## config.mk

```make
export PLATFORM = sky130hd
export DESIGN_NAME = sram_sleep_seq
export DESIGN_NICKNAME = d
export VERILOG_FILES = /design/src/rtl/sram_sleep_seq.sv
export SDC_FILE = /design/constraint.sdc
export NUM_CORES = 1
export LEC_CHECK = 0
export BUFFER_PORTS_ARGS = -buffer_cell sky130_fd_sc_hd__buf_4
export CAP_MARGIN = 30
export CORE_AREA = 3 3 40 42
export DETAILED_ROUTE_END_ITERATION = 8
export DIE_AREA = 0 0 43 45
export PLACE_DENSITY_LB_ADDON = 0.08
export SLEW_MARGIN = 20
export SYNTH_ARGS = -nofsm -noshare
export SYNTH_HDL_FRONTEND = slang
export SYNTH_SLANG_ARGS = --single-unit
```

## constraint.sdc

```tcl
create_clock -name clk -period 3.4 [get_ports clk]
set_clock_uncertainty 0.2 [all_clocks]
set_input_delay 0.51 -clock clk [delete_from_list [all_inputs] [get_ports clk]]
set_output_delay 0.51 -clock clk [all_outputs]
set_load 0.005 [all_outputs]
```

## src/rtl/sram_sleep_seq.sv

```systemverilog
module sram_sleep_seq #(
  parameter int SYNC_STAGES  = 2,
  parameter int ENTRY_CYCLES = 2,
  parameter int EXIT_CYCLES  = 2
) (
  input  logic clk,
  input  logic rst_n,
  input  logic sleep_req,
  input  logic chip_sel,
  input  logic strobe_p,
  input  logic strobe_c,
  input  logic acc_busy,
  output logic strobe_p_fwd,
  output logic strobe_c_fwd,
  output logic bus_hiz,
  output logic asleep,
  output logic drop_pending,
  output logic proto_err
);
  localparam int MAXW  = (ENTRY_CYCLES > EXIT_CYCLES) ? ENTRY_CYCLES : EXIT_CYCLES;
  localparam int CNT_W = $clog2(MAXW + 1);

  typedef enum logic [1:0] {AWAKE, ENTER, SLEEP, LEAVE} state_t;

  state_t                 state;
  logic [CNT_W-1:0]       cnt;
  logic [SYNC_STAGES-1:0] sync_q;
  logic                   req_s;
  logic                   window;

  always_ff @(posedge clk) begin
    if (!rst_n) sync_q <= '0;
    else        sync_q <= {sync_q[SYNC_STAGES-2:0], sleep_req};
  end
  assign req_s = sync_q[SYNC_STAGES-1];

  always_ff @(posedge clk) begin
    if (!rst_n) begin
      state <= AWAKE;
      cnt   <= '0;
    end else begin
      case (state)
        AWAKE: if (req_s) begin
          state <= ENTER;
          cnt   <= CNT_W'(ENTRY_CYCLES - 1);
        end
        ENTER: if (cnt == '0) state <= SLEEP;
               else           cnt   <= cnt - 1'b1;
        SLEEP: if (!req_s) begin
          state <= LEAVE;
          cnt   <= CNT_W'(EXIT_CYCLES - 1);
        end
        LEAVE: if (cnt == '0) state <= AWAKE;
               else           cnt   <= cnt - 1'b1;
        default: state <= AWAKE;
      endcase
    end
  end

  assign window = (state == ENTER) || (state == LEAVE);

  always_ff @(posedge clk) begin
    if (!rst_n) begin
      drop_pending <= 1'b0;
      proto_err    <= 1'b0;
    end else begin
      drop_pending <= (state == AWAKE) && req_s && acc_busy;
      if (window && (strobe_p || strobe_c || chip_sel)) proto_err <= 1'b1;
    end
  end

  assign bus_hiz      = (state != AWAKE);
  assign asleep       = (state == SLEEP);
  assign strobe_p_fwd = strobe_p && !bus_hiz;
  assign strobe_c_fwd = strobe_c && !bus_hiz;


  fwd_blocked_chk: assert property (@(posedge clk) disable iff (!rst_n)
    bus_hiz |-> !(strobe_p_fwd || strobe_c_fwd));


  err_sticky_chk: assert property (@(posedge clk) disable iff (!rst_n)
    proto_err |=> proto_err);


  drop_pulse_chk: assert property (@(posedge clk) disable iff (!rst_n)
    drop_pending |=> !drop_pending);


  sleep_after_window_chk: assert property (@(posedge clk) disable iff (!rst_n)
    $rose(asleep) |-> $past(bus_hiz));


  wake_after_window_chk: assert property (@(posedge clk) disable iff (!rst_n)
    $fell(bus_hiz) |-> $past(!asleep));


  sleep_hiz_chk: assert property (@(posedge clk) disable iff (!rst_n)
    asleep |-> bus_hiz);
endmodule

```

# Word level (Yosys, flattened, before mapping)
# Index checks and enable logic that the tools add are counted.
# word_totals
regBits	8
inputBits	7
output_inout_bits	6
elab_cells	37
# op_classes
addsub	1
eq_ne	8
muxes	8
n_reduce_logical	15
# ops
op	count
$mux 2	6
$ne 2x2->1 const B	5
$pmux 2 s4	1
$pmux 2 s3	1
$logic_and 1x1->1	5
$eq 2x2->1 const B	2
$logic_not 2->1	2
$reduce_and 4->1	1
$logic_or 1x1->1	3
$reduce_and 3->1	1
$eq 2x1->1 const B	1
$reduce_bool 2->1	1
$reduce_or 2->1	1
$sub 2x1->2 const B	1
$logic_not 1->1	1

# Longest topological paths before layout
# depth
ltp_word	4
ltp_mapped	5
mapped_depth_nobuf	5

# Least setup slack after synthesis
# Ideal clock, no wire load.
# synth_timing
path_type	register to output
start	register state[0]
end	output strobe_c_fwd
t_arrival_ps	855
t_required_ps	2690
path_slack_ps	1835
stages_incl_launch_ff	4
path_buffers	0
path_cell_list	dfxtp_1 -> inv_1 -> ha_1 -> and2_1
# synth_between
elab_chain_len	3
# synth_rtl
element	line	text
from (decl)	25	state_t state;
from (signal assigned)	39	state <= AWAKE;
from (signal assigned)	44	state <= ENTER;
from (signal assigned)	47	ENTER: if (cnt == '0) state <= SLEEP;
$reduce_bool 2->1	72	assign bus_hiz = (state != AWAKE);
$logic_not 1->1	75	assign strobe_c_fwd = strobe_c && !bus_hiz;
$logic_and 1x1->1	75	
to (decl)	14	output logic strobe_c_fwd,
# Every way passes these cells.

# Worst setup path in the final report
# Ends and elaborated chain as after synthesis.

==> flow_metrics.env <==
export IMPL_cts_buffers=3
export IMPL_gp_congestion=0.7570
export IMPL_drt_first_pass_iters=2
export IMPL_synth_cell_types=18
export IMPL_nNetsFinal=73
export IMPL_endpoint_kind="primary output"
export IMPL_peakVddDrop_v=0.0002422
export IMPL_cts_tree="done"
export IMPL_path_class="flip-flop to primary output"
export IMPL_cts_setup_buffers=0
export IMPL_fmax_ghz=0.4951
export IMPL_hold_violations=0
export IMPL_syn_area_um2=441.7
export IMPL_period_needed_ps=2020
export IMPL_overflow=0
export IMPL_io_buffers=12
export IMPL_worstHoldStart="sync_q[0]$_SDFF_PN0_"
export IMPL_tns_ps=0
export IMPL_grt_max_degree=11
export IMPL_slowest_delay_ps=390
export IMPL_drtAntennaViolNets=0
export IMPL_grt_pass1_wl_um=1531
export IMPL_rsz0062_at_grt="no"
export IMPL_yosysTopAreaCell="dfxtp_1"
export IMPL_holdPathEnd="sync_q[1]$_SDFF_PN0_"
export IMPL_fin_util_pct=44.30
export IMPL_min_path_type="flip-flop to flip-flop"
export IMPL_crit_fanout=5
export IMPL_rows=13
export IMPL_die_w_um=43
export IMPL_drt_iter0_drc=2
export IMPL_hold_buffers=0
export IMPL_slew_viol_final=0
export IMPL_synth_fp_nets=57
export IMPL_synth_top_area_share_pct=36.26
export IMPL_initial_core_util_pct=34.37
export IMPL_syn_instance_count=44
export IMPL_core_area_um2=1285
export IMPL_drv_cap=0
export IMPL_grt_antenna_before_repair=0
export IMPL_reg2reg_depth=5
export IMPL_synth_edf_count=0
export IMPL_placed_cell_area_um2=546.8
export IMPL_hpwlAfterDp_um=667.2
export IMPL_outcome="complete, no violations"
export IMPL_via_per_inst=4.548
export IMPL_grt_pass1_vias=376
export IMPL_n_antenna_cell=0
export IMPL_drive_gt1_share_pct=32.76
export IMPL_synth_most_common_cell="dfxtp_1"
export IMPL_ys_seq_elements=8
export IMPL_worstPathArrival_ps=1310
export IMPL_worst_pin_slew_ps=365.3
export IMPL_cp_cell_sequence="inv_1 -> ha_1 -> and2_1 -> buf_4"
export IMPL_synth_top_cells_by_area="dfxtp_1 36%, ha_1 17%, and2_1 5.7%"
export IMPL_worstHoldPathCells=1
export IMPL_critPathBufInv=2
export IMPL_post_route_period_util_pct=59.41
export IMPL_relSlewSlack_pct=75.55
export IMPL_ios=13
export IMPL_async_flop_share_pct=0
export IMPL_finalSetupViolations=0
export IMPL_yosysSeqAreaShare_pct=36.26
export IMPL_timing_hold_ws_ps=240.0
export IMPL_remaining_drc_errors=0
export IMPL_h_tree_depth=1
export IMPL_cpMaxStageDelayCell="dfxtp_1"
export IMPL_routed_wl_um=841
export IMPL_yosys_top_cells_count="8 x dfxtp_1, 6 x ha_1, 5 x inv_1"
export IMPL_die_area_um2=1935
export IMPL_start_kind="flip-flop"
export IMPL_design_area_um2=569.3
export IMPL_yosysWarnings=0
export IMPL_detail_route_wl_per_cell_um=11.52
export IMPL_cts_repair_resized=0
export IMPL_vias=332
export IMPL_reg2reg_from="state[0]$_SDFFE_PN0P_"
export IMPL_ys_flop_type="dfxtp_1"
export IMPL_crit_family="flip-flops"
export IMPL_clk_path_buf_depth=2
export IMPL_r2r_slack_ps=1800
export IMPL_cts_root_buf="clkbuf_4"
export IMPL_track_usage_pct=10.93
export IMPL_avgSynthCellArea_um2=10.04
export IMPL_clk_latency_ps=260
export IMPL_p_per_area_nw_per_um2=688.3
export IMPL_required_ps=2690
export IMPL_area_growth_pct=28.90
export IMPL_clock_sinks=8
export IMPL_fill_cells=124
export IMPL_fp_dieH_um=45
export IMPL_total_leakage_power_nw=0.2637
export IMPL_r2r_end="cnt[1]$_SDFFE_PN0P_"
export IMPL_path_clk_slew_ps=60
metal layers:
| metal | vias up | track usage (%) | share of wire, % |
|---|---|---|---|
| met5 | - | 0 | 0 |
| met4 | 0 | 9.036 | 1.3 |
| met3 | 2 | 3.984 | 8.8 |
| met2 | 10 | 18.56 | 48 |
| met1 | 146 | 10.68 | 41 |
| li1 | 174 | - | - |
report_power, final:
group          leakage, nW  switching (mW)  total [mW]  internal (mW)
combinational        0.184          0.0930       0.188         0.0949
sequential          0.0656          0.0157       0.129          0.114
clock               0.0138          0.0339      0.0744         0.0405
per-stage QoR:
stage	instances	worst slack, ps	power [mW]
floorplan	44	1835	0.2610
global placement	70	1675	0.3169
detailed placement	70	1655	0.3230
CTS	73	1366	0.4005
global route	73	1297	0.4285
finish	73	1380	0.3919
logic make-up after synthesis:
kind of cell	Yosys count	synth area share, %
AND/OR/NAND/NOR	14	22.10
adder cells (fa/ha/maj)	6	17.00
AO/OA/AOI/OAI	7	9.915
buffers and inverters	6	5.099
flip-flops	8	36.26
multiplexers	3	9.632
worst max path at each step:
stage | startpoint | end | cells past startpoint | slack (ps)
floorplan | state[0]$_SDFFE_PN0P_ | strobe_c_fwd | 3 | 1840
global placement | state[0]$_SDFFE_PN0P_ | strobe_p_fwd | 4 | 1670
detailed placement | state[0]$_SDFFE_PN0P_ | strobe_c_fwd | 4 | 1660
CTS | state[0]$_SDFFE_PN0P_ | strobe_c_fwd | 4 | 1370
global route | state[0]$_SDFFE_PN0P_ | strobe_p_fwd | 4 | 1300
finish | state[0]$_SDFFE_PN0P_ | strobe_c_fwd | 4 | 1380
cell type report:
class                      instances  area [µm²]  area share [%]
multi-input combinational         30       259.0           45.49
sequential                         8       160.2           28.13
timing repair buffer              12       90.09           15.82
clock buffer                       3       22.52           3.956
inverter                           5       18.77           3.297
tap                               15       18.77           3.297
registers in the layout, indices dropped and copies added, names as in the netlist:
signal and count:
cnt 2, sync_q 2, drop_pending 1, proto_err 1, state 2
cell usage in the layout (no fill, tap or decap):
| master | Yosys | routed |
|---|---|---|
| nor4b_4 | 1 | 1 |
| mux2i_1 | 2 | 2 |
| and3b_1 | 1 | 1 |
| ha_1 | 6 | 6 |
| and2_1 | 4 | 4 |
| o21ai_2 | 1 | 1 |
| buf_4 | 0 | 12 |
| and4_2 | 1 | 1 |
| o21a_1 | 2 | 2 |
| o21ai_0 | 2 | 2 |
| clkbuf_4 | 0 | 3 |
| nor3_1 | 1 | 1 |
| nand4_1 | 1 | 1 |
| nand2_1 | 3 | 3 |
| mux2i_4 | 1 | 1 |
| a21oi_1 | 2 | 2 |
| inv_1 | 5 | 5 |
| nor2_1 | 2 | 2 |
| dfxtp_1 | 8 | 8 |
Note: power is estimated with default switching activity, not from simulation.
